$ cat src/rtl/rtg_pkg.sv
// Shared constants for the raster timing generator: register
// addresses, timing modes and the default 1024x768 programming.
package rtg_pkg;

    localparam int unsigned RTG_W  = 12;
    localparam int unsigned ADDR_W = 4;

    // Register addresses
    localparam logic [ADDR_W-1:0] A_H_TOTAL  = 4'd0;
    localparam logic [ADDR_W-1:0] A_H_SYNC   = 4'd1;
    localparam logic [ADDR_W-1:0] A_H_BEND   = 4'd2;
    localparam logic [ADDR_W-1:0] A_H_BSTART = 4'd3;
    localparam logic [ADDR_W-1:0] A_H_PRE    = 4'd4;
    localparam logic [ADDR_W-1:0] A_V_TOTAL  = 4'd8;
    localparam logic [ADDR_W-1:0] A_V_SYNC   = 4'd9;
    localparam logic [ADDR_W-1:0] A_V_BEND   = 4'd10;
    localparam logic [ADDR_W-1:0] A_V_BSTART = 4'd11;
    localparam logic [ADDR_W-1:0] A_V_PRE    = 4'd12;
    localparam logic [ADDR_W-1:0] A_MODE     = 4'd15;

    typedef enum logic [1:0] {
        MODE_INTERNAL = 2'd0,
        MODE_EXT_V    = 2'd1,
        MODE_EXT_HV   = 2'd2,
        MODE_RSVD     = 2'd3
    } tmode_e;

endpackage

$ cat src/rtl/rtg_regs.sv
// Register file for the raster timing generator.
// Assumes a single write port and no readback; values are used
// directly by the counter axes. Reset loads a 1024x768 mode
// (four pixels per clock).
module rtg_regs
    import rtg_pkg::*;
#(
    parameter int unsigned W     = RTG_W,
    parameter int unsigned AW    = ADDR_W,
    parameter logic [W-1:0] D_H_TOTAL  = 331,
    parameter logic [W-1:0] D_H_SYNC   = 15,
    parameter logic [W-1:0] D_H_BEND   = 59,
    parameter logic [W-1:0] D_H_BSTART = 315,
    parameter logic [W-1:0] D_V_TOTAL  = 803,
    parameter logic [W-1:0] D_V_SYNC   = 4,
    parameter logic [W-1:0] D_V_BEND   = 32,
    parameter logic [W-1:0] D_V_BSTART = 800
) (
    input  logic          clk,
    input  logic          rst_n,
    input  logic          we,
    input  logic [AW-1:0] addr,
    input  logic [W-1:0]  wdata,
    output logic [W-1:0]  h_total,
    output logic [W-1:0]  h_sync,
    output logic [W-1:0]  h_bend,
    output logic [W-1:0]  h_bstart,
    output logic [W-1:0]  h_pre,
    output logic [W-1:0]  v_total,
    output logic [W-1:0]  v_sync,
    output logic [W-1:0]  v_bend,
    output logic [W-1:0]  v_bstart,
    output logic [W-1:0]  v_pre,
    output tmode_e        mode
);

    // Reset to defaults, otherwise store a write into the addressed register
    always_ff @(posedge clk) begin
        if (!rst_n) begin
            h_total  <= D_H_TOTAL;
            h_sync   <= D_H_SYNC;
            h_bend   <= D_H_BEND;
            h_bstart <= D_H_BSTART;
            h_pre    <= '0;
            v_total  <= D_V_TOTAL;
            v_sync   <= D_V_SYNC;
            v_bend   <= D_V_BEND;
            v_bstart <= D_V_BSTART;
            v_pre    <= '0;
            mode     <= MODE_INTERNAL;
        end else if (we) begin
            case (addr)
                A_H_TOTAL:  h_total  <= wdata;
                A_H_SYNC:   h_sync   <= wdata;
                A_H_BEND:   h_bend   <= wdata;
                A_H_BSTART: h_bstart <= wdata;
                A_H_PRE:    h_pre    <= wdata;
                A_V_TOTAL:  v_total  <= wdata;
                A_V_SYNC:   v_sync   <= wdata;
                A_V_BEND:   v_bend   <= wdata;
                A_V_BSTART: v_bstart <= wdata;
                A_V_PRE:    v_pre    <= wdata;
                A_MODE:     mode     <= tmode_e'(wdata[1:0]);
                default: ;
            endcase
        end
    end

    AST_MODE_HOLD: assert property (@(posedge clk) disable iff (!rst_n)
        !we |=> $stable(mode));

endmodule

$ cat src/rtl/rtg_sync_edge.sv
// Synchroniser and falling-edge detector for one external sync input.
// Assumes an asynchronous, idle-high input. Pulses fall for one clock
// STAGES+1 edges after the input goes low (detection uses the last
// stage and one extra history flop).
module rtg_sync_edge #(
    parameter int unsigned STAGES = 2
) (
    input  logic clk,
    input  logic rst_n,
    input  logic din_n,
    output logic fall
);

    logic [STAGES:0] chain;

    // Shift the input through the synchroniser stages and a history flop
    always_ff @(posedge clk) begin
        if (!rst_n) chain <= '1;
        else        chain <= {chain[STAGES-1:0], din_n};
    end

    // Falling edge: history high, newest synchronised sample low
    always_comb fall = chain[STAGES] & ~chain[STAGES-1];

    AST_FALL_SINGLE: assert property (@(posedge clk) disable iff (!rst_n)
        fall |=> !fall);

endmodule

$ cat src/rtl/rtg_axis.sv
// One timing axis: a counter with preload and the sync/blank decode.
// HORIZ=1: registers hold count-minus-one; wraps after cnt==total,
//          sync low for cnt<=sync, blank off for bend<cnt<=bstart.
// HORIZ=0: registers hold plain counts; wraps after cnt==total-1,
//          sync low for cnt<sync, blank off for bend<=cnt<bstart.
// Assumes legal programming sync < bend < bstart < total.
module rtg_axis #(
    parameter int unsigned W     = 12,
    parameter bit          HORIZ = 1'b1
) (
    input  logic         clk,
    input  logic         rst_n,
    input  logic         advance,
    input  logic         preload,
    input  logic [W-1:0] preload_val,
    input  logic [W-1:0] total,
    input  logic [W-1:0] sync_len,
    input  logic [W-1:0] blank_end,
    input  logic [W-1:0] blank_start,
    output logic [W-1:0] cnt,
    output logic         wrap,
    output logic         sync_n,
    output logic         blank_n
);

    localparam logic [W-1:0] ONE = W'(1);

    logic at_end;

    generate
        if (HORIZ) begin : g_minus_one
            // Decode against count-minus-one registers
            always_comb begin
                at_end  = (cnt >= total);
                sync_n  = !(cnt <= sync_len);
                blank_n = (cnt > blank_end) && (cnt <= blank_start);
            end
        end else begin : g_plain
            // Decode against plain-count registers
            always_comb begin
                at_end  = (cnt >= (total - ONE));
                sync_n  = !(cnt < sync_len);
                blank_n = (cnt >= blank_end) && (cnt < blank_start);
            end
        end
    endgenerate

    // Wrap request when advancing from the last position
    always_comb wrap = advance && at_end;

    // Counter: preload first, then advance with wrap
    always_ff @(posedge clk) begin
        if (!rst_n)       cnt <= '0;
        else if (preload) cnt <= preload_val;
        else if (advance) cnt <= at_end ? '0 : cnt + ONE;
    end

    AST_PRELOAD_LANDS: assert property (@(posedge clk) disable iff (!rst_n)
        preload |=> cnt == $past(preload_val));

    AST_IDLE_HOLDS: assert property (@(posedge clk) disable iff (!rst_n)
        !preload && !advance |=> $stable(cnt));

endmodule

$ cat src/rtl/raster_timing_gen.sv
// Programmable raster timing generator (top).
// Horizontal axis steps every dot clock; vertical axis steps on the
// horizontal wrap. External syncs can preload the counters.
// Assumes external sync pulses are at least one clock wide and
// shorter than the programmed horizontal sync.
module raster_timing_gen
    import rtg_pkg::*;
#(
    parameter int unsigned W      = RTG_W,
    parameter int unsigned AW     = ADDR_W,
    parameter int unsigned STAGES = 2
) (
    input  logic          clk,
    input  logic          rst_n,
    input  logic          cfg_we,
    input  logic [AW-1:0] cfg_addr,
    input  logic [W-1:0]  cfg_wdata,
    input  logic          ext_hsync_n,
    input  logic          ext_vsync_n,
    output logic          hsync_n,
    output logic          hblank_n,
    output logic          vsync_n,
    output logic          vblank_n,
    output logic [W-1:0]  h_count,
    output logic [W-1:0]  v_count
);

    logic [W-1:0] h_total, h_sync, h_bend, h_bstart, h_pre;
    logic [W-1:0] v_total, v_sync, v_bend, v_bstart, v_pre;
    tmode_e       mode;
    logic         h_fall, v_fall, h_load, v_load, h_wrap, v_wrap;

    rtg_regs #(.W(W), .AW(AW)) u_regs (
        .clk(clk), .rst_n(rst_n), .we(cfg_we), .addr(cfg_addr), .wdata(cfg_wdata),
        .h_total(h_total), .h_sync(h_sync), .h_bend(h_bend), .h_bstart(h_bstart),
        .h_pre(h_pre), .v_total(v_total), .v_sync(v_sync), .v_bend(v_bend),
        .v_bstart(v_bstart), .v_pre(v_pre), .mode(mode)
    );

    rtg_sync_edge #(.STAGES(STAGES)) u_hedge (
        .clk(clk), .rst_n(rst_n), .din_n(ext_hsync_n), .fall(h_fall)
    );

    rtg_sync_edge #(.STAGES(STAGES)) u_vedge (
        .clk(clk), .rst_n(rst_n), .din_n(ext_vsync_n), .fall(v_fall)
    );

    // Select which external edge loads which counter for the current mode
    always_comb begin
        h_load = 1'b0;
        v_load = 1'b0;
        case (mode)
            MODE_EXT_V: begin
                h_load = v_fall;
                v_load = v_fall;
            end
            MODE_EXT_HV: begin
                h_load = h_fall;
                v_load = v_fall;
            end
            default: ;
        endcase
    end

    rtg_axis #(.W(W), .HORIZ(1'b1)) u_haxis (
        .clk(clk), .rst_n(rst_n), .advance(1'b1), .preload(h_load),
        .preload_val(h_pre), .total(h_total), .sync_len(h_sync),
        .blank_end(h_bend), .blank_start(h_bstart),
        .cnt(h_count), .wrap(h_wrap), .sync_n(hsync_n), .blank_n(hblank_n)
    );

    rtg_axis #(.W(W), .HORIZ(1'b0)) u_vaxis (
        .clk(clk), .rst_n(rst_n), .advance(h_wrap), .preload(v_load),
        .preload_val(v_pre), .total(v_total), .sync_len(v_sync),
        .blank_end(v_bend), .blank_start(v_bstart),
        .cnt(v_count), .wrap(v_wrap), .sync_n(vsync_n), .blank_n(vblank_n)
    );

    AST_LINE_STEP: assert property (@(posedge clk) disable iff (!rst_n)
        !h_wrap && !v_load |=> $stable(v_count));

    AST_INTERNAL_STEP: assert property (@(posedge clk) disable iff (!rst_n)
        (mode == MODE_INTERNAL) && (h_count < h_total)
        |=> h_count == $past(h_count) + W'(1));

    AST_HSYNC_AT_LINE: assert property (@(posedge clk) disable iff (!rst_n)
        h_wrap && !h_load |=> !hsync_n);

    AST_VSYNC_AT_FRAME: assert property (@(posedge clk) disable iff (!rst_n)
        h_wrap && v_wrap && !v_load && !cfg_we && (v_sync != '0) |=> !vsync_n);

endmodule

$ cat config.mk
export PLATFORM = sky130hd
export DESIGN_NAME = raster_timing_gen
export DESIGN_NICKNAME = d
export VERILOG_FILES = /design/src/rtl/rtg_pkg.sv /design/src/rtl/rtg_regs.sv /design/src/rtl/rtg_sync_edge.sv /design/src/rtl/rtg_axis.sv /design/src/rtl/raster_timing_gen.sv
export SDC_FILE = /design/constraint.sdc
export NUM_CORES = 1
export LEC_CHECK = 0
export ABC_AREA = 0
export CAP_MARGIN = 20
export CELL_PAD_IN_SITES_DETAIL_PLACEMENT = 0
export CELL_PAD_IN_SITES_GLOBAL_PLACEMENT = 1
export CORE_UTILIZATION = 46
export CTS_CLUSTER_DIAMETER = 80
export DETAILED_ROUTE_END_ITERATION = 7
export PLACE_DENSITY = 0.86
export RECOVER_POWER = 100
export SLEW_MARGIN = 40
export SYNTH_ARGS = -nofsm -noshare
export SYNTH_HDL_FRONTEND = slang
export SYNTH_HIERARCHICAL = 1
export SYNTH_SLANG_ARGS = --single-unit
$ cat constraint.sdc
create_clock -name clk -period 6.6 [get_ports clk]
set_clock_uncertainty 0.2 [all_clocks]
set_input_delay 0.66 -clock clk [delete_from_list [all_inputs] [get_ports clk]]
set_output_delay 0.66 -clock clk [all_outputs]
set_load 0.03 [all_outputs]
[Word-level counts from Yosys, hierarchy flattened]
Cells that the tools add are included.
Storage, ports and cells
  register bits: 152
Operators by class
  reductions and logical operators: 18
  magnitude comparators: 8
  eq/ne operators: 12
  bitwise logic cells: 4
  add/subtract/negate cells: 3
  multiplexer cells: 7
Operator list (count)
  $mux 12: 5
  $ge 12x12->1: 3
  $add 12x1->12 const B: 2
  $eq 4x4->1 const B: 6
  $le 12x12->1: 2
  $lt 12x12->1: 2
  $reduce_and 2->1: 11
  $gt 12x12->1: 1
  $sub 12x1->12 const B: 1
  $eq 4x2->1 const B: 2
  $eq 4x1->1 const B: 1
  $eq 4x3->1 const B: 1
  $logic_not 4->1: 1
  $and 1x1->1: 2
  $eq 2x1->1 const B: 1
  $eq 2x2->1 const B: 1
  $logic_and 1x1->1: 2
  $logic_not 1->1: 2
  $not 1->1: 2
  $pmux 1 s2: 1
  $reduce_bool 2->1: 1
  $reduce_or 2->1: 1
  $mux 1: 1

[Logic depth before layout (Yosys ltp)]
Gate-level depths: netlist (run 1).
  depth after elaboration: 5
  mapped depth: 13
  mapped depth without buffers: 12

[Cells and area by module]
The synthesis (run 1) kept the hierarchy.
Modules (own cells, without submodules)
  rtg_regs: area each 4574.4 um2, sequential area each 2442.3 um2, instances 1, cells an instance 455
  rtg_axis at u_vaxis: area each 1971.9 um2, sequential area each 240.2 um2, instances 1, cells an instance 254
  rtg_axis at u_haxis: area each 1956.9 um2, sequential area each 240.2 um2, instances 1, cells an instance 258
  rtg_sync_edge: area each 85.1 um2, sequential area each 60.1 um2, instances 2, cells an instance 7
  raster_timing_gen: area each 53.8 um2, sequential area each 0.0 um2, instances 1, cells an instance 8

[Least setup slack after synthesis (run 1)]
Ideal clock, no wire load.
  kind: flip-flop to output port
  start point: reg u_vaxis.cnt[0]
  end point: out vblank_n
  path slack: 3.512 ns
  arrival time: 2.228 ns
  data required time: 5.740 ns
  stages on the path, launching flop included: 8
  cells stage by stage: dfxtp_1 inv_1 ha_1 nand2b_1 a21o_1 a211oi_1 or4_4 a211oi_2
Between the ends
  word-level cells in the longest chain between the ends: 2
  elaborated cells on any way between the ends: 3
  those cells by class: 2 x order compare; 1 x reduce/logical
Ends and longest elaborated chain
  from (decl): line rtg_axis.sv:20  | output logic [W-1:0] cnt,
  from (signal assigned): line rtg_axis.sv:54  | else if (preload) cnt <= preload_val;
  from (signal assigned): line rtg_axis.sv:55  | else if (advance) cnt <= at_end ? '0 : cnt + ONE;
  $ge 12x12->1 / $lt 12x12->1 (equally long branches): line rtg_axis.sv:43  | blank_n = (cnt >= blank_end) && (cnt < blank_start);
  $logic_and 1x1->1 *: line rtg_axis.sv:43
  to (decl): line raster_timing_gen.sv:23  | output logic vblank_n,
Every way passes the cells marked *; elsewhere a longest branch is shown, timed or not.

[Worst setup path in the final report (run 1)]
  start point: reg u_haxis.cnt[7]
  end point: out hblank_n
Between the ends
  word-level cells in the longest chain between the ends: 2
  elaborated cells on any way between the ends: 3
  those cells by class: 2 x order compare; 1 x reduce/logical
Ends and longest elaborated chain
  from (decl): line rtg_axis.sv:20
  from (signal assigned): line rtg_axis.sv:54
  from (signal assigned): line rtg_axis.sv:55
  $gt 12x12->1 / $le 12x12->1 (equally long branches): line rtg_axis.sv:36  | blank_n = (cnt > blank_end) && (cnt <= blank_start);
  $logic_and 1x1->1 *: line rtg_axis.sv:36
  to (decl): line raster_timing_gen.sv:21  | output logic hblank_n,
Marked as above.

==> results of run 1 <==
-- report_power, final --
group          internal, mW  switching (mW)  total [mW]  leakage, nW
clock                 0.648           0.373        1.02        0.300
sequential            0.930         0.00989       0.940         1.23
combinational        0.0474          0.0865       0.134         2.98
total                  1.63           0.469        2.10         4.51
-- worst max-delay path by stage --
| stage | from | endpoint | slack (ns) | cells past startpoint |
|---|---|---|---|---|
| 2_1_floorplan | u_vaxis/cnt[0] | vblank_n | 3.51 | 7 |
| 3_3_place_gp | cfg_addr[3] | u_regs/h_bstart[11] | 3.14 | 4 |
| 3_5_place_dp | u_haxis/cnt[7] | hblank_n | 3.11 | 6 |
| 4_1_cts | u_haxis/cnt[7] | hblank_n | 2.59 | 6 |
| 5_1_grt | rst_n | u_regs/h_bend[7] | 2.23 | 3 |
| 6_report | u_haxis/cnt[7] | hblank_n | 2.55 | 6 |
-- through the flow --
stage | util [%] | setup slack (ns)
CTS | 53.7 | 2.59
global route | 53.8 | 2.23
floorplan | - | 3.51
finish | 53.8 | 2.55
detailed placement | 50.4 | 3.11
global placement | 50.4 | 3.14
-- logic make-up after synthesis --
family,after synthesis
flip-flops,152
AO/OA/AOI/OAI,167
other,1
multiplexers,111
XOR/XNOR,20
AND/OR/NAND/NOR,298
adder cells (fa/ha/maj),99
buffers and inverters,141
-- cell usage after synthesis (6+ instances only) --
library cell / count
inv_1: 100
dfxtp_1: 152
buf_2: 11
nor2b_1: 25
xnor2_1: 14
mux2i_1: 110
xor2_1: 6
nor3_1: 9
ha_1: 99
clkbuf_1: 25
nor3b_1: 17
o21ai_0: 14
o211ai_1: 12
nor2_1: 32
nand2b_1: 25
nand2_1: 130
nand3_1: 17
o22ai_1: 16
a21o_1: 11
nand4_1: 19
a21oi_1: 78
-- layer usage --
| metal | routed length [um] | track usage, % |
|---|---|---|
| met5 | 11 | 0 |
| met4 | 270 | 7.35 |
| met3 | 827 | 3.13 |
| met2 | 10300 | 37.9 |
| met1 | 10900 | 32.4 |
-- layout by cell type, fill, tap and decap left out, types with 25 or more instances in the layout --
master,instances
inv_1,100
nand2_1,130
dfxtp_1,152
dlygate4sd3_1,28
mux2i_1,110
nor2_1,32
nor2b_1,25
ha_1,99
a21oi_1,78
nand2b_1,25
-- worst max-delay path, delay by kind of cell, from the launching register on --
kind	cells	cell delay, ns
AO/OA/AOI/OAI	4	0.95
buffers and inverters	1	0.75
adder cells (fa/ha/maj)	1	0.37
flip-flops	1	0.68
-- final cells by class --
cell class                      instances  area (um^2)  area share (%)
Clock buffer                           22          464            4.63
Tap cell                              234          293            2.92
Clock inverter                          9          148            1.47
Inverter                              100          375            3.75
Sequential cell                       152         3040            30.4
Multi-Input combinational cell        701         5150            51.4
Timing Repair Buffer                   56          547            5.46
==> results.json, run 1 <==
{
  "synth.top_cell.area_share_pct": 34.9,
  "ys_types": 64,
  "cts.sinks": 152,
  "synth_edf_count": 0,
  "maxSlewViolCount": 64,
  "slew_headroom_pct": -81.0,
  "area_growth_pct": 14.8,
  "fill_cells": 1753,
  "required_ns": 5.74,
  "wl_per_cell_um": 17.5,
  "powerDensity_nw_per_um2": 209,
  "grt_pass1_wl_mm": 35.4,
  "htree_levels": 4,
  "initial_utilization_pct": 46.8,
  "reg2reg_slack_ns": 3.21,
  "cts-buffers-inserted": 17,
  "grt_max_degree": 94,
  "synth_fa_ha_area_share_pct": 14.2,
  "worst_setup_path_start_kind": "register",
  "critPathSlowestCell": "dlygate4sd3_1",
  "chipHeight_um": 140,
  "p_leak_nw": 4.51,
  "grt_setup_unrepaired": "false",
  "hold_buffers": 0,
  "numPortBuffers": 48,
  "synthCells": 989,
  "period_share_pct": 61.3,
  "die_area_um2": 19500,
  "finalHoldViolations": 0,
  "coreArea_um2": 18600,
  "gr-usage-all-layers_pct": 23.5,
  "gp_congestion": 0.816,
  "routed_wl_mm": 22.3,
  "critPathMaxFanout": 11,
  "hold_path_startpoint": "u_vedge/chain[0]",
  "clockRootBuffer": "clkbuf_16",
  "synth-seq-cells": 152,
  "fin_cells": 1274,
  "cts.path.max_buffers": 2,
  "cts_resized": 0,
  "synth_compound_gate_area_share_pct": 12.3,
  "fmax_ghz": 0.247,
  "maxCapViolCount": 1,
  "critPathCaptureType": "output pin",
  "synth_area_um2": 8730,
  "grt_pass1_vias": 6550,
  "post_cts_buffers": 0,
  "period_needed_ns": 4.05,
  "synth.mux.area_fraction_pct": 12.7,
  "syn_avg_cell_area_um2": 8.82,
  "synth_warnings": 6,
  "synth_area_leaders": "dfxtp_1 35%, ha_1 14%, mux2i_1 13%, nand2_1 5.6%, a21oi_1 4.5%",
  "setup_viol": 0,
  "clkLatencyLatePin_ns": 0.42,
  "hold_end": "u_vedge/chain[1]",
  "fp.dieW_um": 140,
  "overflow": 0,
  "fin_area_um2": 10000,
  "place_inst": 1242,
  "hold_class": "register to register",
  "post-dp-hpwl_mm": 15.3,
  "post_synth_xor_area_fraction_pct": 2.01,
  "std_cell_rows": 50,
  "status": "complete, but fails checks",
  "ys_async_sr_fraction_pct": 0,
  "synth_ff_type": "dfxtp_1",
  "final.setup.tns_ns": 0,
  "reg2reg_to": "u_vaxis/cnt[6]",
  "drc": 0,
  "yosysSeqAreaShare_pct": 34.9,
  "drive_gt1_share_pct": 5.38,
  "dr_total_vias": 7012,
  "fin_hold_ws_ns": 0.205,
  "yosysTopAreaCell": "dfxtp_1",
  "cp_cell_sequence": "ha_1 > a21oi_1 > o21ai_0 > o311ai_0 > o311a_1 > dlygate4sd3_1",
  "tightestPinTransition_ns": 2.71,
  "ant_nets": 0,
  "p_total_mw": 2.10,
  "synth_top_family_by_area": "simple AND/OR/NAND/NOR gates",
  "cpPeakStageDelay_ns": 0.75,
  "diodes": 0,
  "failed_checks": "max-capacitance violations, max-slew violations",
  "drtIter0Drc": 422,
  "synth_simple_gate_area_share_pct": 17.3,
  "arrival_ns": 3.19,
  "worstRegToRegCells": 11,
  "fin_nets": 1148,
  "pin_count": 49,
  "hold_path_depth": 1,
  "clk_pin_slew_ns": 0.06,
  "dpl-instance-area_um2": 9400,
  "first_pass_iters": 5,
  "r2r_start": "u_haxis/cnt[0]",
  "ir_drop_uv": 141,
  "vias_per_cell": 5.50,
  "critPathKind": "register to output pin",
  "antenna_found_initial": 1,
  "cts_tree": "built"
}
Note: power is estimated with default switching activity, not from simulation.
==> run 2: changes to the inputs <==
CORE_UTILIZATION = 42   (was 46)
PLACE_DENSITY = 0.83   (was 0.86)
clock period = 3.3 ns   (was 6.6 ns; I/O delays follow)
==> run 2 against run 1 <==
The run now ends clean. Die area up 9.4%. Clock-buffer cell count unchanged. Core utilization down 3.4 points. Via count up 2.1%. Flip-flop and latch count unchanged. Register-to-register slack worse by 2.9 ns. Wire length up 3.9%. Worst hold slack worse by 0.019 ns. Cell count up 5.7%. Critical path type unchanged. Highest routed layer unchanged.
==> results.json, run 2 (same netlist as run 1, synthesis figures left out) <==
{
  "coreArea_um2": 20300,
  "drt-met1-wl_mm": 11.5,
  "routed.top_layer": "met5",
  "grt_setup_unrepaired": "false",
  "fp.dieW_um": 146,
  "power.switching_mw": 0.971,
  "final_cell_mix": "151 x dfxtp_1, 130 x nand2_1, 110 x mux2i_1",
  "hold_path_depth": 2,
  "required_ns": 2.77,
  "first_pass_iters": 5,
  "power.share.sequential_pct": 44.7,
  "dr_wl_met2_mm": 10.2,
  "p_comb_share_pct": 6.4,
  "hold_end": "u_regs/v_bend[5]",
  "fin_hold_ws_ns": 0.186,
  "p_leak_nw": 4.62,
  "fin_nets": 1184,
  "cts-buffers-inserted": 17,
  "critPathSlowestCell": "or4_4",
  "vias_per_cell": 5.32,
  "reg2reg_slack_ns": 0.31,
  "std_cell_rows": 52,
  "critPathCaptureType": "output pin",
  "grt_max_degree": 48,
  "maxSlewViolCount": 0,
  "clk_pin_slew_ns": 0.06,
  "clkPwrFrac_pct": 48.9,
  "arrival_ns": 2.58,
  "finalHoldViolations": 0,
  "initial_utilization_pct": 43.0,
  "fmax_ghz": 0.322,
  "slew_headroom_pct": 5.48,
  "drive_gt1_share_pct": 7.24,
  "cpPeakStageDelay_ns": 0.48,
  "ant_nets": 0,
  "ir_drop_uv": 328,
  "htree_levels": 4,
  "post_cts_buffers": 0,
  "post-dp-hpwl_mm": 16.6,
  "setup_viol": 0,
  "dp_slack_ns": 0.204,
  "period_needed_ns": 3.11,
  "cp_cell_sequence": "inv_1 > ha_1 > nand2b_1 > a21o_1 > a211oi_1 > or4_4 > a211oi_2 > dlygate4sd2_1",
  "antenna_found_initial": 1,
  "worst_setup_path_start_kind": "register",
  "layout_commonest_cell": "dfxtp_1",
  "numPortBuffers": 48,
  "gr-usage-all-layers_pct": 22.3,
  "setup_slack_ns": 0.192,
  "critPathMaxFanout": 4,
  "gp_congestion": 0.820,
  "internal_power_mw": 3.23,
  "grt_pass1_vias": 6879,
  "cts.sinks": 152,
  "drtIter0Drc": 504,
  "powerDensity_nw_per_um2": 410,
  "switching_share_pct": 23.1,
  "grt_pass1_wl_mm": 36.9,
  "diodes": 0,
  "critPathKind": "register to output pin",
  "tightestPinTransition_ns": 1.42,
  "hold_class": "input port to register",
  "worstRegToRegCells": 10,
  "routed_wl_mm": 23.1,
  "r2r_start": "u_regs/v_total[5]",
  "dr_total_vias": 7162,
  "worst-path-buf-inv": 2,
  "die_area_um2": 21400,
  "status": "completed",
  "wl_met3_um": 926,
  "hold_path_startpoint": "rst_n",
  "clockRootBuffer": "clkbuf_16",
  "wl_per_cell_um": 17.2,
  "clkLatencyLatePin_ns": 0.42,
  "final.setup.tns_ns": 0,
  "reg2reg_to": "u_vaxis/cnt[1]",
  "pin_count": 49,
  "maxCapViolCount": 0,
  "drc": 0,
  "overflow": 0,
  "chipHeight_um": 146,
  "area_growth_pct": 17.2,
  "period_share_pct": 94.2,
  "cts.path.max_buffers": 2,
  "crit_family": "simple AND/OR/NAND/NOR gates",
  "cts_tree": "built"
}
==> run 2: per-layer routing <==
metal | track usage [%] | vias up
met5 | 0 | -
li1 | - | 3571
met3 | 3.34 | 35
met2 | 35.0 | 162
met4 | 7.50 | 2
met1 | 31.1 | 3392
==> run 2: final cells by class <==
cell class / instances / area [um^2]
fillers: 1941 / 10100
inverters: 100 / 375
multi-input cells: 701 / 5080
repair buffers: 92 / 758
well taps: 270 / 338
clock inverters: 10 / 141
clock buffers: 22 / 484
flip-flops and latches: 152 / 3040
==> run 2: timing repair <==
item / in CTS / in global routing
pin swaps: 0 / 0
hold buffers: 0 / 0
endpoints found under the setup margin: 2 / 3
resized for setup: 2 / 3
==> run 2: how the worst max path moves through the flow <==
| stage | startpoint | end | slack (ns) | cells past startpoint |
|---|---|---|---|---|
| after CTS | u_vaxis/cnt[5] | vsync_n | 0.02 | 7 |
| final | u_vaxis/cnt[0] | vblank_n | 0.19 | 8 |
| after detailed placement | u_haxis/cnt[0] | u_vaxis/cnt[8] | 0.20 | 11 |
| after global placement | u_haxis/cnt[0] | u_vaxis/cnt[6] | 0.30 | 11 |
| after global routing | u_haxis/cnt[0] | u_vaxis/cnt[7] | 0.07 | 12 |
| after floorplan | u_haxis/cnt[0] | u_vaxis/cnt[7] | 0.25 | 13 |
==> run 2: power by group through the flow <==
stage,registers [mW],clock network [mW],logic (mW)
floorplan,1.92,0,0.163
global placement,1.92,0,0.281
detailed placement,1.92,0,0.281
CTS,1.88,2.09,0.283
global route,1.88,2.17,0.293
finish,1.88,2.05,0.268
==> run 2: stage by stage <==
step | instances | cell area (um^2) | utilization (%) | total power [mW]
2_1_floorplan | 994 | 8750 | - | 2.08
3_3_place_gp | 1315 | 9720 | 47.9 | 2.20
3_5_place_dp | 1315 | 9720 | 47.9 | 2.20
4_1_cts | 1347 | 10300 | 51.0 | 4.25
5_1_grt | 1347 | 10200 | 50.4 | 4.34
6_report | 1347 | 10200 | 50.4 | 4.20
==> run 3: changes to the inputs <==
TNS_END_PERCENT = 50   (was not set)
==> results of run 3 <==
The final DEF is identical to that of run 2; final timing and power are the same.
